`config.mk`:
```
export PLATFORM = sky130hd
export DESIGN_NAME = gdrv_bridge_ctrl
export DESIGN_NICKNAME = d
export VERILOG_FILES = /design/src/rtl/gdrv_pkg.sv /design/src/rtl/gdrv_deglitch.sv /design/src/rtl/gdrv_phase_dt.sv /design/src/rtl/gdrv_trip_guard.sv /design/src/rtl/gdrv_bridge_ctrl.sv
export SDC_FILE = /design/constraint.sdc
export NUM_CORES = 1
export LEC_CHECK = 0
export BUFFER_PORTS_ARGS = -buffer_cell sky130_fd_sc_hd__clkbuf_2
export CAP_MARGIN = 20
export CORE_MARGIN = 2
export CORE_UTILIZATION = 60
export DETAILED_ROUTE_END_ITERATION = 8
export PLACE_DENSITY = 0.78
export SLEW_MARGIN = 20
export SYNTH_ARGS = -nofsm -noshare
export SYNTH_HDL_FRONTEND = slang
export SYNTH_SLANG_ARGS = --single-unit
```
`constraint.sdc`:
```
create_clock -name clk_i -period 2.6 [get_ports clk_i]
set_clock_uncertainty 0.2 [all_clocks]
set_input_delay 0.52 -clock clk_i [delete_from_list [all_inputs] [get_ports clk_i]]
set_output_delay 0.52 -clock clk_i [all_outputs]
set_load 0.01 [all_outputs]
```
`src/rtl/gdrv_pkg.sv`:
```
package gdrv_pkg;
  typedef struct packed {
    logic hi;
    logic lo;
  } gate_pair_t;
endpackage

```
`src/rtl/gdrv_deglitch.sv`:
```
module gdrv_deglitch #(
  parameter int unsigned FILT_CYC = 31
) (
  input  logic clk_i,
  input  logic rst_ni,
  input  logic clr_i,
  input  logic raw_i,
  output logic q_o
);
  localparam int unsigned CW = $clog2(FILT_CYC + 1);

  logic [CW-1:0] cnt_q;
  logic          q_q;

  always_ff @(posedge clk_i or negedge rst_ni) begin
    if (!rst_ni) begin
      cnt_q <= '0;
      q_q   <= 1'b0;
    end else if (clr_i) begin
      cnt_q <= '0;
      q_q   <= 1'b0;
    end else if (raw_i == q_q) begin
      cnt_q <= '0;
    end else if (cnt_q == CW'(FILT_CYC - 1)) begin
      cnt_q <= '0;
      q_q   <= raw_i;
    end else begin
      cnt_q <= cnt_q + CW'(1);
    end
  end

  assign q_o = q_q;
endmodule

```
`src/rtl/gdrv_phase_dt.sv`:
```
module gdrv_phase_dt
  import gdrv_pkg::*;
#(
  parameter int unsigned DEAD_CYC = 70
) (
  input  logic       clk_i,
  input  logic       rst_ni,
  input  logic       req_hi_i,
  input  logic       req_lo_i,
  input  logic       en_hi_i,
  input  logic       en_lo_i,
  output gate_pair_t gate_o,
  output logic       turn_on_o
);
  localparam int unsigned CW = $clog2(DEAD_CYC + 1);

  gate_pair_t    gate_q, gate_d;
  logic [CW-1:0] off_cnt_q;
  logic          both_off, dead_done;

  assign both_off  = !gate_q.hi && !gate_q.lo;
  assign dead_done = both_off && (off_cnt_q == CW'(DEAD_CYC));

  // both requested -> neither side driven
  always_comb begin
    gate_d.hi = en_hi_i && req_hi_i && !req_lo_i && (gate_q.hi || dead_done);
    gate_d.lo = en_lo_i && req_lo_i && !req_hi_i && (gate_q.lo || dead_done);
  end

  always_ff @(posedge clk_i or negedge rst_ni) begin
    if (!rst_ni) begin
      gate_q    <= '0;
      off_cnt_q <= '0;
    end else begin
      gate_q <= gate_d;
      if (!both_off)                          off_cnt_q <= '0;
      else if (off_cnt_q != CW'(DEAD_CYC))    off_cnt_q <= off_cnt_q + CW'(1);
    end
  end

  assign gate_o    = gate_q;
  assign turn_on_o = (gate_d.hi && !gate_q.hi) || (gate_d.lo && !gate_q.lo);
endmodule

```
`src/rtl/gdrv_trip_guard.sv`:
```
module gdrv_trip_guard #(
  parameter int unsigned BLANK_CYC = 40
) (
  input  logic clk_i,
  input  logic rst_ni,
  input  logic turn_on_i,
  input  logic itrip_i,
  input  logic uv_i,
  input  logic clr_i,
  output logic hazard_o,
  output logic fault_o
);
  localparam int unsigned CW = $clog2(BLANK_CYC + 1);

  logic [CW-1:0] blank_q;
  logic          fault_q, trip_hit, set_fault;

  assign trip_hit  = itrip_i && (blank_q == '0);
  assign set_fault = trip_hit || uv_i;

  always_ff @(posedge clk_i or negedge rst_ni) begin
    if (!rst_ni) begin
      blank_q <= '0;
    end else if (turn_on_i) begin
      blank_q <= CW'(BLANK_CYC);
    end else if (blank_q != '0) begin
      blank_q <= blank_q - CW'(1);
    end
  end

  // clear only honoured once both causes are gone
  always_ff @(posedge clk_i or negedge rst_ni) begin
    if (!rst_ni)                            fault_q <= 1'b0;
    else if (set_fault)                     fault_q <= 1'b1;
    else if (clr_i && !itrip_i && !uv_i)    fault_q <= 1'b0;
  end

  assign hazard_o = set_fault || fault_q;
  assign fault_o  = fault_q;
endmodule

```
`src/rtl/gdrv_bridge_ctrl.sv`:
```
module gdrv_bridge_ctrl
  import gdrv_pkg::*;
#(
  parameter int unsigned N_PH      = 3,
  parameter int unsigned FILT_CYC  = 31,
  parameter int unsigned DEAD_CYC  = 70,
  parameter int unsigned BLANK_CYC = 40
) (
  input  logic            clk_i,
  input  logic            rst_ni,
  input  logic [N_PH-1:0] hin_ni,
  input  logic [N_PH-1:0] lin_ni,
  input  logic            itrip_i,
  input  logic            sd_i,
  input  logic            uv_vcc_i,
  input  logic [N_PH-1:0] uv_hs_i,
  input  logic            fclr_i,
  output logic [N_PH-1:0] ho_o,
  output logic [N_PH-1:0] lo_o,
  output logic            fault_n_o
);
  logic            hazard, fault_q, kill_all;
  logic [N_PH-1:0] en_hi, req_hi, req_lo, on_evt;
  gate_pair_t      gate [N_PH];

  assign kill_all = sd_i || hazard;

  gdrv_trip_guard #(.BLANK_CYC(BLANK_CYC)) u_guard (
    .clk_i     (clk_i),
    .rst_ni    (rst_ni),
    .turn_on_i (|on_evt),
    .itrip_i   (itrip_i),
    .uv_i      (uv_vcc_i),
    .clr_i     (fclr_i),
    .hazard_o  (hazard),
    .fault_o   (fault_q)
  );

  for (genvar p = 0; p < N_PH; p++) begin : g_ph
    assign en_hi[p] = !kill_all && !uv_hs_i[p];

    gdrv_deglitch #(.FILT_CYC(FILT_CYC)) u_filt_hi (
      .clk_i  (clk_i),
      .rst_ni (rst_ni),
      .clr_i  (!en_hi[p]),
      .raw_i  (!hin_ni[p]),
      .q_o    (req_hi[p])
    );

    gdrv_deglitch #(.FILT_CYC(FILT_CYC)) u_filt_lo (
      .clk_i  (clk_i),
      .rst_ni (rst_ni),
      .clr_i  (kill_all),
      .raw_i  (!lin_ni[p]),
      .q_o    (req_lo[p])
    );

    gdrv_phase_dt #(.DEAD_CYC(DEAD_CYC)) u_dt (
      .clk_i     (clk_i),
      .rst_ni    (rst_ni),
      .req_hi_i  (req_hi[p]),
      .req_lo_i  (req_lo[p]),
      .en_hi_i   (en_hi[p]),
      .en_lo_i   (!kill_all),
      .gate_o    (gate[p]),
      .turn_on_o (on_evt[p])
    );

    assign ho_o[p] = gate[p].hi;
    assign lo_o[p] = gate[p].lo;
  end

  assign fault_n_o = !fault_q;
endmodule

```
==> Yosys cells after proc, flatten, opt, wreduce, memory -nomap -nowiden <==
Cells that the tools add are included.
W data, S select, Z words.
{ "word_totals": {"ff_bits": 70, "inputBits": 15, "output_inout_bits": 7, "elab_cells": 196} }
{ "classes": {"add_sub_neg": 10, "n_eq_ne": 30, "muxes": 46, "n_reduce_logical": 87} }
{ "ops": {"columns": ["cell", "n"], "rows": [
  ["$mux W5", 18],
  ["$mux W7", 6],
  ["$logic_and A1 B1 Y1", 36],
  ["$add A5 B1 Y5 const B", 6],
  ["$eq A5 B5 Y1 const B", 6],
  ["$logic_not A1 Y1", 25],
  ["$ne A2 B2 Y1 const B", 12],
  ["$add A7 B1 Y7 const B", 3],
  ["$eq A7 B7 Y1 const B", 3],
  ["$ne A7 B7 Y1 const B", 3],
  ["$mux W1", 20],
  ["$logic_or A1 B1 Y1", 12],
  ["$mux W6", 2],
  ["$reduce_and A2 Y1", 6],
  ["$reduce_bool A2 Y1", 5],
  ["$eq A1 B1 Y1", 6],
  ["$logic_not A6 Y1", 1],
  ["$reduce_bool A6 Y1", 1],
  ["$sub A6 B1 Y6 const B", 1],
  ["$reduce_or A3 Y1", 1]
]} }

==> Logic depth before layout (Yosys ltp) <==
Gate-level depths: netlist (run 1).
{ "logic_depth": {"word_depth": 14, "depth_mapped": 6, "mapped_depth_nobuf": 6} }

==> Cells and area by module <==
A second synthesis (run 1) with hierarchy kept.
{ "unflattened": {"hier_cells": 347, "area_unflattened_um2": 3542.1} }
{ "modules_own_cells": {"columns": ["module", "n_inst", "cells_each", "area_per_inst_um2", "seq_area_each_um2"], "rows": [
  ["gdrv_deglitch", 6, 24, 274.0, 150.1],
  ["gdrv_phase_dt", 3, 50, 480.5, 225.2],
  ["gdrv_trip_guard", 1, 37, 380.4, 175.2],
  ["gdrv_bridge_ctrl", 1, 16, 76.3, 0.0]
]} }

==> Worst setup path after synthesis (run 1) <==
OpenSTA, ideal clock, no wires.
{ "synth_timing": {"kind": "input port to flip-flop", "startpoint": "input port uv_hs_i[1]", "endpoint": "register u_guard.blank_q[2]", "setup_ns": 0.120, "t_arrival_ns": 1.653, "required_time_ns": 2.280, "setup_slack_ns": 0.627, "path_stages": 4, "n_path_buf": 0, "path_cell_list": "or3b_1 > a2111o_1 > and3_4 > o211a_1"} }
{ "synth_between": {"elab_chain_len": 9, "elab_cells_between_ends": 10, "cone_classes": "mux: 1; reduce/logical: 9"} }
{ "synth_rtl": {"columns": ["item", "line", "rtl"], "rows": [
  ["start, declared", "gdrv_bridge_ctrl.sv:16", "input logic [N_PH-1:0] uv_hs_i,"],
  ["$logic_not A1 Y1 (*)", "gdrv_bridge_ctrl.sv:40", "assign en_hi[p] = !kill_all && !uv_hs_i[p];"],
  ["$logic_and A1 B1 Y1 (*)", "gdrv_bridge_ctrl.sv:40", null],
  ["$logic_and A1 B1 Y1 (*) (3 in series)", "gdrv_phase_dt.sv:26", "gate_d.hi = en_hi_i && req_hi_i && !req_lo_i && (gate_q.hi || dead_done);"],
  ["$logic_and A1 B1 Y1 (*)", "gdrv_phase_dt.sv:42", "assign turn_on_o = (gate_d.hi && !gate_q.hi) || (gate_d.lo && !gate_q.lo);"],
  ["$logic_or A1 B1 Y1 (*)", "gdrv_phase_dt.sv:42", null],
  ["$reduce_or A3 Y1 (*)", "gdrv_bridge_ctrl.sv:31", ".turn_on_i (|on_evt),"],
  ["$mux W6 / $reduce_bool A2 Y1 (equally long branches)", null, null],
  ["end signal, assigned", "gdrv_trip_guard.sv:25", "blank_q <= CW'(BLANK_CYC);"],
  ["end signal, assigned", "gdrv_trip_guard.sv:27", "blank_q <= blank_q - CW'(1);"],
  ["end, declared", "gdrv_trip_guard.sv:15", "logic [CW-1:0] blank_q;"]
]} }
Every way passes the cells marked *; elsewhere a longest branch is shown, timed or not.
A chain may end at the register's enable or synchronous reset.

==> Worst setup path after layout (run 1) <==
{ "layout_timing": {"startpoint": "register u_guard.blank_q[0]", "endpoint": "register u_guard.blank_q[1]"} }
{ "layout_between": {"elab_chain_len": 14, "elab_cells_between_ends": 42, "cone_classes": "add/sub: 1; mux: 2; reduce/logical: 39"} }
{ "layout_rtl": {"columns": ["item", "line", "rtl"], "rows": [
  ["$logic_not A6 Y1", "gdrv_trip_guard.sv:18", "assign trip_hit = itrip_i && (blank_q == '0);"],
  ["$logic_and A1 B1 Y1", "gdrv_trip_guard.sv:18", null],
  ["$logic_or A1 B1 Y1", "gdrv_trip_guard.sv:19", "assign set_fault = trip_hit || uv_i;"],
  ["$logic_or A1 B1 Y1", "gdrv_trip_guard.sv:38", "assign hazard_o = set_fault || fault_q;"],
  ["$logic_or A1 B1 Y1", "gdrv_bridge_ctrl.sv:26", "assign kill_all = sd_i || hazard;"],
  ["$logic_not A1 Y1", "gdrv_bridge_ctrl.sv:40, gdrv_bridge_ctrl.sv:64", null],
  ["$logic_and A1 B1 Y1", "gdrv_bridge_ctrl.sv:40", null],
  ["$logic_and A1 B1 Y1 (3 in series)", "gdrv_phase_dt.sv:26", null],
  ["$logic_and A1 B1 Y1", "gdrv_phase_dt.sv:42", null],
  ["$logic_or A1 B1 Y1", "gdrv_phase_dt.sv:42", null],
  ["$reduce_or A3 Y1", "gdrv_bridge_ctrl.sv:31", null],
  ["$mux W6 / $reduce_bool A2 Y1 (equally long branches)", null, null]
]} }
Several ways; a longest one is shown, not always the timed one. The select of a mux whose other input is x is not followed.

==> results of run 1 <==
[cells in the mapped netlist]
cell type and count:
a2111o_1 1, a2111oi_0 1, a211o_1 2, a211oi_1 4
a21oi_1 21, a31o_2 1, a31oi_1 3, a31oi_2 1
and2_1 1, and3_1 2, and3_4 1, and4b_1 1
and4bb_2 1, clkbuf_1 3, dfrtp_1 70, ha_1 20
inv_1 17, mux2i_1 1, nand2_1 10, nand2b_1 4
nand3_1 26, nand4_1 6, nand4b_1 1, nor2_1 67
nor2b_1 3, nor3_1 7, nor3_2 1, nor3b_1 2
nor4_1 2, o2111ai_1 2, o211a_1 2, o21a_1 1
o21ai_0 6, o21ai_1 1, o21bai_1 3, or2_1 1
or2_2 2, or3_1 7, or3b_1 1, or3b_2 1
or4_1 1, or4b_4 1, xnor2_1 16, xor2_1 19
[flip-flops by register name (all words and copies together) (netlist names)]
register	flops
g_ph.u_dt.off_cnt_q	21
g_ph.u_filt_hi.cnt_q	15
g_ph.u_filt_lo.cnt_q	15
g_ph.u_dt.gate_o	6
u_guard.blank_q	6
g_ph.u_filt_hi.q_o	3
g_ph.u_filt_lo.q_o	3
u_guard.fault_o	1
[critical path, delay by kind of cell (launching register included)]
kind                     cells  cell delay (ns)
buffers and inverters        1             0.11
adder cells (fa/ha/maj)      1             0.17
AND/OR/NAND/NOR              1             0.40
flip-flops                   1             0.41
AO/OA/AOI/OAI                3             0.90
[final cells by class]
class	count	area [um2]	area share [%]
clock inverters	6	133	3.37
multi-input cells	254	1620	41.2
inverters	17	63.8	1.62
well taps	72	90.1	2.29
clock buffers	10	138	3.50
flip-flops and latches	70	1750	44.6
repair buffers	25	138	3.50
[final timing paths]
path	endpoint	slack [ns]	cells after the start
setup reg to reg	u_guard.blank_q[1]	0.27	6
hold / removal	g_ph[0].u_filt_hi.q_o	0.19	2
setup / recovery	u_guard.blank_q[1]	0.27	6
max in group asynchronous	g_ph[0].u_dt.off_cnt_q[6]	1.12	3
min in group asynchronous	g_ph[1].u_dt.off_cnt_q[3]	0.46	2
hold reg to reg	g_ph[0].u_filt_hi.cnt_q[0]	0.28	1
[timing repair]
item | CTS | global route
setup buffers | 0 | 0
hold buffers | 1 | 0
endpoints found under the hold margin | 19 | 0
endpoints found under the setup margin | 0 | 0
[layer usage]
metal  vias up  global-route usage, %
met2        45                   39.1
met1      1259                   29.9
met5         -                      0
met4         0                   8.64
li1       1249                      -
met3        10                   4.19
[per-stage QoR]
stage | setup slack (ns) | power [W] | cells | hold WS, ns | instance area, um2
2_1_floorplan | 0.627 | 0.00183 | 344 | 0.0244 | 3440
5_1_grt | 0.0923 | 0.00332 | 454 | 0.200 | 3930
3_3_place_gp | 0.350 | 0.00196 | 437 | 0.268 | 3650
4_1_cts | 0.265 | 0.00318 | 454 | 0.181 | 3930
6_report | 0.270 | 0.00316 | 454 | 0.188 | 3930
3_5_place_dp | 0.300 | 0.00200 | 437 | 0.280 | 3650
[power groups by stage]
| stage | clock network, W | registers [W] | logic (W) |
|---|---|---|---|
| 2_1_floorplan | 0 | 0.00140 | 0.000434 |
| 3_3_place_gp | 0 | 0.00142 | 0.000534 |
| 3_5_place_dp | 0 | 0.00144 | 0.000563 |
| 4_1_cts | 0.00119 | 0.00142 | 0.000573 |
| 5_1_grt | 0.00123 | 0.00145 | 0.000649 |
| 6_report | 0.00117 | 0.00142 | 0.000567 |
[logic make-up after synthesis]
kind of cell | after synthesis
AOI/OAI and AO/OA | 49
xor gates and xnor gates | 35
adders and majority gates | 20
buffers and inverters | 20
DFF | 70
muxes | 1
and+or+nand+nor | 149
==> reports/results.tsv, run 1 <==
metric	value	unit
status	finished, final reports clean	
hold_class	in2reg	
layout.cells.most_common	dfrtp_1	
synth_mux_area_share	0.291	%
power.leakage	1.80	nW
die_area	6360	um2
hp-start	uv_hs_i[0]	
cpPeakStageDelay	0.43	ns
grt_usage	23.1	%
ys_ff_latch	70	
switching_power	0.000889	W
dieWidth	79.8	um
cts.clk_slew.worst_paths	0.07	ns
cts-root-buf	clkbuf_8	
drt-met1-wl	2960	um
met3_length	217	um
area_growth	14.1	%
cts_tree	yes	
num_vias	2563	
antennaDiodeCount	0	
critPathRequiredTime	2.62	ns
clock.fmax	0.429	GHz
fin_crit	2.33	ns
yosysWarnings	0	
setup_viol	0	
rows	27	
first_pass_iters	4	
dpl.hpwl	4610	um
cp.arrival	2.35	ns
final_cell_mix	dfrtp_1 (70), nor2_1 (67), nand3_1 (26), a21oi_1 (21)	
synth.area.top_cells	dfrtp_1 (51%), nor2_1 (7.3%), ha_1 (7.3%)	
synth.largest_area_cell	dfrtp_1	
drt_iter0_markers	166	
cts_buffers	9	
synth.yosys.seq_area_share	50.9	%
cts.sinks	70	
port_buffers	21	
rsz0062_at_grt	false	
cpMaxStageDelayCell	a31o_2	
path_cells	inv_1 -> ha_1 -> nor2b_1 -> a31o_2 -> a21oi_1 -> a2111oi_0	
drive_gt1_share	12.8	%
synth_xor_area_share	8.90	%
routed_wl	6510	um
cts_resized	0	
maxCapViolCount	0	
max_slew_margin	65.3	%
fin_util	71.0	%
seqPwrFrac	45.0	%
hold_viol_final	0	
comb_power_share	17.9	%
grt_max_degree	23	
pwr_density_cell	805	nW/um2
ir_drop	0.474	mV
crit_start	u_guard.blank_q[0]	
routed-wl-met2	3240	um
yosys.area_share.simple	21.4	%
clkPwrFrac	37.1	%
fin_nets	412	
tightest_slew	0.518	ns
initial_core_util	62.2	%
core	5540	um2
die_y	79.8	um
synth_top_family_by_area	simple AND/OR/NAND/NOR gates	
ant_nets	0	
fin_crit_sh	89.6	%
swShare	28.1	%
avgSynthCellArea	10.0	um2
cp_max_fo	15	
worst_setup_path_start_kind	flop	
syn_area	3440	um2
overflow	0	
grt_antenna_before_repair	0	
fin_setup_tns	0	ns
r2r_start	u_guard.blank_q[0]	
grt_pass1_wl	11400	um
wl_per_cell	14.3	um
clkLatencyLatePin	0.35	ns
syn_nets	379	
top_layer	met4	
crit_type	reg2reg	
cts_max_path_buffers	2	
synth_compound_area_share	9.15	%
p_int	0.00228	W
nFillCells	410	
pin_count	22	
h-tree-depth	3	
cp-end-kind	flop	
drc_errors	0	
routabilityCongestion	0.814	
netlist.area_leader.share	50.9	%
postSynthCellCount	344	
maxSlewViolCount	0	
synth_fa_ha_area_share	7.26	%
synthDistinctLibCells	44	
grt_pass1_vias	2542	
viasPerCell	5.65	
(Power assumes the default switching activity.)
==> run 2, diff against run 1 <==
- GPL_TIMING_DRIVEN: unset -> 0
- HOLD_SLACK_MARGIN: unset -> 0.08
==> reports/results.tsv, run 2 (synthesis results as in run 1) <==
metric	value	unit	change
switching_power	0.000885	W	-0.48%
dp_cells	438		+0.23%
cts-root-buf	clkbuf_8		
routabilityCongestion	0.788		-3.3%
power.leakage	1.77	nW	-1.5%
seqPwrFrac	48.2	%	+3.2 points
drc_errors	0		unchanged
area_growth	12.8	%	
pwr_density_cell	757	nW/um2	-5.9%
fin_setup_tns	0	ns	unchanged
cpMaxStageDelayCell	dfrtp_1		
crit_buf_inv	2		+1
fin_crit_sh	90.2	%	+0.55 points
post-cts-setup-buffer-count	0		unchanged
grt_pass1_vias	2511		-1.2%
pin_count	22		unchanged
grt_max_degree	39		+70%
seq_area	1750	um2	unchanged
grt_antenna_before_repair	0		unchanged
die_y	79.8	um	unchanged
overflow	0		unchanged
wl_per_cell	14.3	um	-0.34%
ant_nets	0		unchanged
cts_buffers	9		unchanged
crit_type	reg2reg		
multiInputGateArea	1620	um2	unchanged
rows	27		unchanged
core	5540	um2	unchanged
cp.arrival	2.36	ns	about the same
drt_iter0_markers	143		-14%
grt_usage	23.3	%	+0.20 points
cts.sinks	70		unchanged
maxCapViolCount	0		unchanged
maxSlewViolCount	0		unchanged
reg_top3	g_ph.u_dt.off_cnt_q x21, g_ph.u_filt_hi.cnt_q x15, g_ph.u_filt_lo.cnt_q x15		
nFillCells	416		+1.5%
largest_register_ffs	21		unchanged
final-instance-count-excl-fill	455		+0.22%
fin_nets	413		+0.24%
tightest_slew	0.570	ns	+0.0515 ns
cts_tree	yes		
num_vias	2558		-0.20%
first_pass_iters	4		unchanged
comb_power_share	19.7	%	+1.8 points
cpPeakStageDelay	0.41	ns	-0.02 ns
clkLatencyLatePin	0.35	ns	about the same
fin_crit	2.34	ns	+0.0143 ns
clock.fmax	0.427	GHz	-0.61%
final_cell_mix	dfrtp_1 (70), nor2_1 (67), nand3_1 (26), a21oi_1 (21)		
cts_max_path_buffers	2		unchanged
swShare	30.1	%	+2.0 points
setup_viol	0		unchanged
rsz0062_at_grt	false		
cp_max_fo	10		-5
status	finished, final reports clean		
antennaDiodeCount	0		unchanged
hold_viol_final	0		unchanged
top_register	g_ph.u_dt.off_cnt_q		
port_buffers	21		unchanged
viasPerCell	5.62		-0.41%
worst_setup_path_start_kind	flop		
max_slew_margin	61.9	%	-3.4 points
ctsHoldBuffers	1		unchanged
h-tree-depth	3		unchanged
cp-end-kind	flop		
dieWidth	79.8	um	unchanged
path_cells	inv_1 -> ha_1 -> nor2b_1 -> a31o_2 -> clkbuf_1 -> o21ai_0		
clkPwrFrac	32.2	%	-4.9 points
grt_pass1_wl	11500	um	+0.12%
cp_top_family	buffers and inverters		
cts_resized	0		unchanged
dpl.hpwl	4500	um	-2.5%
initial_core_util	62.2	%	unchanged
fin_ws	0.256	ns	-0.0143 ns
dp_slack	0.276	ns	-0.0249 ns
p_int	0.00206	W	-9.5%
drive_gt1_share	12.0	%	-0.82 points
cts.clk_slew.worst_paths	0.08	ns	about the same
die_area	6360	um2	unchanged
critPathRequiredTime	2.62	ns	about the same
routed_wl	6500	um	-0.12%
hold_class	in2reg		
ir_drop	0.594	mV	+25%
layout.cells.most_common	dfrtp_1		
regToRegSetupSlack	0.26	ns	about the same
[run 2: cell types whose count changed in the layout (fill, tap and decap cells not counted), sizes merged]
| cell | previous run | this run |
|---|---|---|
| clkbuf | 30 | 34 |
| bufinv | 4 | 2 |
| buf | 4 | 1 |
| clkinv | 1 | 3 |
[run 2: metrics by stage]
step	hold slack (ns)	power [W]	cell area, um2	utilization, %
after floorplan	0.0244	0.00183	3440	-
final	0.175	0.00294	3890	70.1
after global routing	0.183	0.00312	3890	70.1
after CTS	0.172	0.00296	3890	70.1
after detailed placement	0.277	0.00201	3660	66.1
after global placement	0.272	0.00195	3640	65.7
[run 2: power by group through the flow]
stage,sequential (W),clock (W),combinational [W]
global route,0.00145,0.00100,0.000671
finish,0.00142,0.000946,0.000579
global placement,0.00143,0,0.000526
floorplan,0.00140,0,0.000434
detailed placement,0.00143,0,0.000573
CTS,0.00142,0.000962,0.000582
[run 2: layout make-up]
class,count,area share [%]
tap,72,2.32
timing repair buffer,23,3.54
buffer,3,0.290
sequential,70,45.1
clock inverter,6,2.22
inverter,17,1.64
multi-input combinational,254,41.6
clock buffer,10,3.28
[run 2: worst paths after layout]
| check | startpoint | to | cells after the start |
|---|---|---|---|
| setup reg to reg | u_guard.blank_q[0] | u_guard.blank_q[5] | 6 |
| setup / recovery | u_guard.blank_q[0] | u_guard.blank_q[5] | 6 |
| max in group asynchronous | rst_ni | g_ph[0].u_filt_lo.cnt_q[3] | 3 |
| hold / removal | uv_hs_i[0] | g_ph[0].u_filt_hi.q_o | 2 |
| hold reg to reg | g_ph[2].u_filt_hi.cnt_q[0] | g_ph[2].u_filt_hi.cnt_q[0] | 1 |
| min in group asynchronous | rst_ni | g_ph[1].u_filt_hi.cnt_q[1] | 2 |
[run 2: worst register-to-register path, stage by stage (launching register included)]
cell	delay [ns]
dfrtp_1	0.41
inv_1	0.11
ha_1	0.19
nor2b_1	0.40
a31o_2	0.32
clkbuf_1	0.41
o21ai_0	0.16
[run 2: metal layers]
| layer | global-route usage [%] | vias to the layer above | wire (um) |
|---|---|---|---|
| li1 | - | 1260 | - |
| met1 | 31.3 | 1253 | 3070 |
| met2 | 37.4 | 33 | 3140 |
| met3 | 4.07 | 12 | 166 |
| met4 | 10.5 | 0 | 126 |
| met5 | 0 | - | 0 |
==> run 3, diff against run 2 <==
- REMOVE_ABC_BUFFERS: unset -> 1
==> reports/results.tsv, run 3 (synthesis results as in run 1) <==
metric	value	unit	change
status	finished, final reports clean		
cts-root-buf	clkbuf_8		
die_area	6360	um2	unchanged
drt_iter0_markers	101		-29%
clock.fmax	0.443	GHz	+3.8%
cts_buffers	9		unchanged
crit_type	reg2reg		
r2r_start	u_guard.blank_q[0]		
largest_register_ffs	21		unchanged
cts.sinks	70		unchanged
routabilityCongestion	0.763		-3.1%
seq_area	1750	um2	unchanged
cp.arrival	2.27	ns	-0.09 ns
ant_nets	0		unchanged
rsz0062_at_grt	false		
area_growth	12.8	%	about the same
power.leakage	1.77	nW	about the same
multiInputGateArea	1620	um2	+0.15%
dp_slack	0.224	ns	-0.0518 ns
die_y	79.8	um	unchanged
pwr_density_cell	757	nW/um2	about the same
pin_count	22		unchanged
fin_nets	410		-0.73%
dpl.hpwl	4350	um	-3.2%
hold_viol_final	0		unchanged
hold_slack	0.178	ns	+0.00349 ns
max_slew_margin	61.2	%	-0.68 points
ir_drop	0.448	mV	-25%
maxCapViolCount	0		unchanged
maxSlewViolCount	0		unchanged
fin_crit_sh	86.9	%	-3.3 points
worst_setup_path_start_kind	flop		
nFillCells	423		+1.7%
hp-start	uv_hs_i[1]		
cp-end-kind	flop		
tightest_slew	0.580	ns	+0.0102 ns
crit_start	u_guard.blank_q[0]		
num_vias	2483		-2.9%
antennaDiodeCount	0		unchanged
drc_errors	0		unchanged
viasPerCell	5.49		-2.3%
fin_ws	0.342	ns	+0.0858 ns
grt_antenna_before_repair	0		unchanged
first_pass_iters	4		unchanged
cp_max_fo	15		+5
rows	27		unchanged
setup_viol	0		unchanged
grt_pass1_wl	10600	um	-7.4%
fin_crit	2.26	ns	-0.0858 ns
final_cell_mix	dfrtp_1 (70), nor2_1 (67), nand3_1 (26), a21oi_1 (21)		
routed_wl	6040	um	-7.0%
final_cell_area	3880	um2	about the same
core	5540	um2	unchanged
clkLatencyLatePin	0.34	ns	about the same
grt_max_degree	47		+21%
cts_tree	yes		
wl_per_cell	13.4	um	-6.4%
dp_cells	435		-0.68%
hold_class	in2reg		
final-instance-count-excl-fill	452		-0.66%
grt_usage	21.6	%	-1.7 points
top_register	g_ph.u_dt.off_cnt_q		
drive_gt1_share	12.4	%	+0.36 points
overflow	0		unchanged
h-tree-depth	3		unchanged
critPathRequiredTime	2.61	ns	about the same
reg_top3	g_ph.u_dt.off_cnt_q x21, g_ph.u_filt_hi.cnt_q x15, g_ph.u_filt_lo.cnt_q x15		
dieWidth	79.8	um	unchanged
initial_core_util	62.2	%	unchanged
grt_pass1_vias	2484		-1.1%
fin_setup_tns	0	ns	unchanged
placed_area	3660	um2	-0.10%
cts_max_path_buffers	2		unchanged
cts.clk_slew.worst_paths	0.08	ns	about the same
layout.cells.most_common	dfrtp_1		
port_buffers	21		unchanged
run 3: changes by cell type in the layout (fill, tap and decap cells not counted):
cell | previous run | this run
clkbuf_1 | 4 | 1
nor2b_1 | 3 | 2
buf_12 | 1 | 0
nor2b_2 | 0 | 1
buf_16 | 0 | 1
run 3: critical path: stages, from the launching register on:
cell,delay (ns)
dfrtp_1,0.41
inv_1,0.11
ha_1,0.17
nor2b_2,0.29
a31o_2,0.44
a21oi_1,0.13
a2111oi_0,0.38
run 3: power by group:
| group | switching [W] | internal, W |
|---|---|---|
| Combinational | 0.000295 | 0.000267 |
| Clock | 0.000418 | 0.000539 |
| Sequential | 0.000171 | 0.00125 |
| Total | 0.000884 | 0.00206 |
run 3: path summary, 6_finish.rpt:
kind                                              end  slack [ns]  cells after the start
min                            g_ph[1].u_dt.gate_o[1]        0.18                      2
min reg2reg                g_ph[1].u_filt_lo.cnt_q[0]        0.29                      1
min in group asynchronous   g_ph[1].u_dt.off_cnt_q[1]        0.46                      2
max                                u_guard.blank_q[1]        0.34                      6
max reg2reg                        u_guard.blank_q[1]        0.34                      6
max in group asynchronous  g_ph[0].u_filt_hi.cnt_q[4]        1.22                      3
run 3: layout make-up:
| type | count | share of cell area (%) |
|---|---|---|
| clock inverter | 6 | 2.22 |
| tap | 72 | 2.32 |
| timing repair buffer | 23 | 3.74 |
| multi-input combinational | 254 | 41.7 |
| sequential | 70 | 45.1 |
| inverter | 17 | 1.64 |
| clock buffer | 10 | 3.29 |
run 3: stage by stage:
step                power, W  util (%)
floorplan            0.00183         -
global placement     0.00195      65.5
detailed placement   0.00200      66.0
CTS                  0.00296      70.1
global route         0.00311      70.1
finish               0.00294      70.1
run 3: what timing repair did:
| action | in CTS | in global routing |
|---|---|---|
| hold endpoints to repair | 24 | 0 |
| resized for setup | 0 | 1 |
| hold buffers | 1 | 0 |
| setup endpoints to repair | 0 | 1 |
| setup buffers | 0 | 0 |
run 3: per-layer routing:
layer	routed length, um	GRT usage [%]
met2	2830	35.0
met5	0	0
met3	224	5.66
met1	2890	28.1
met4	95	7.97
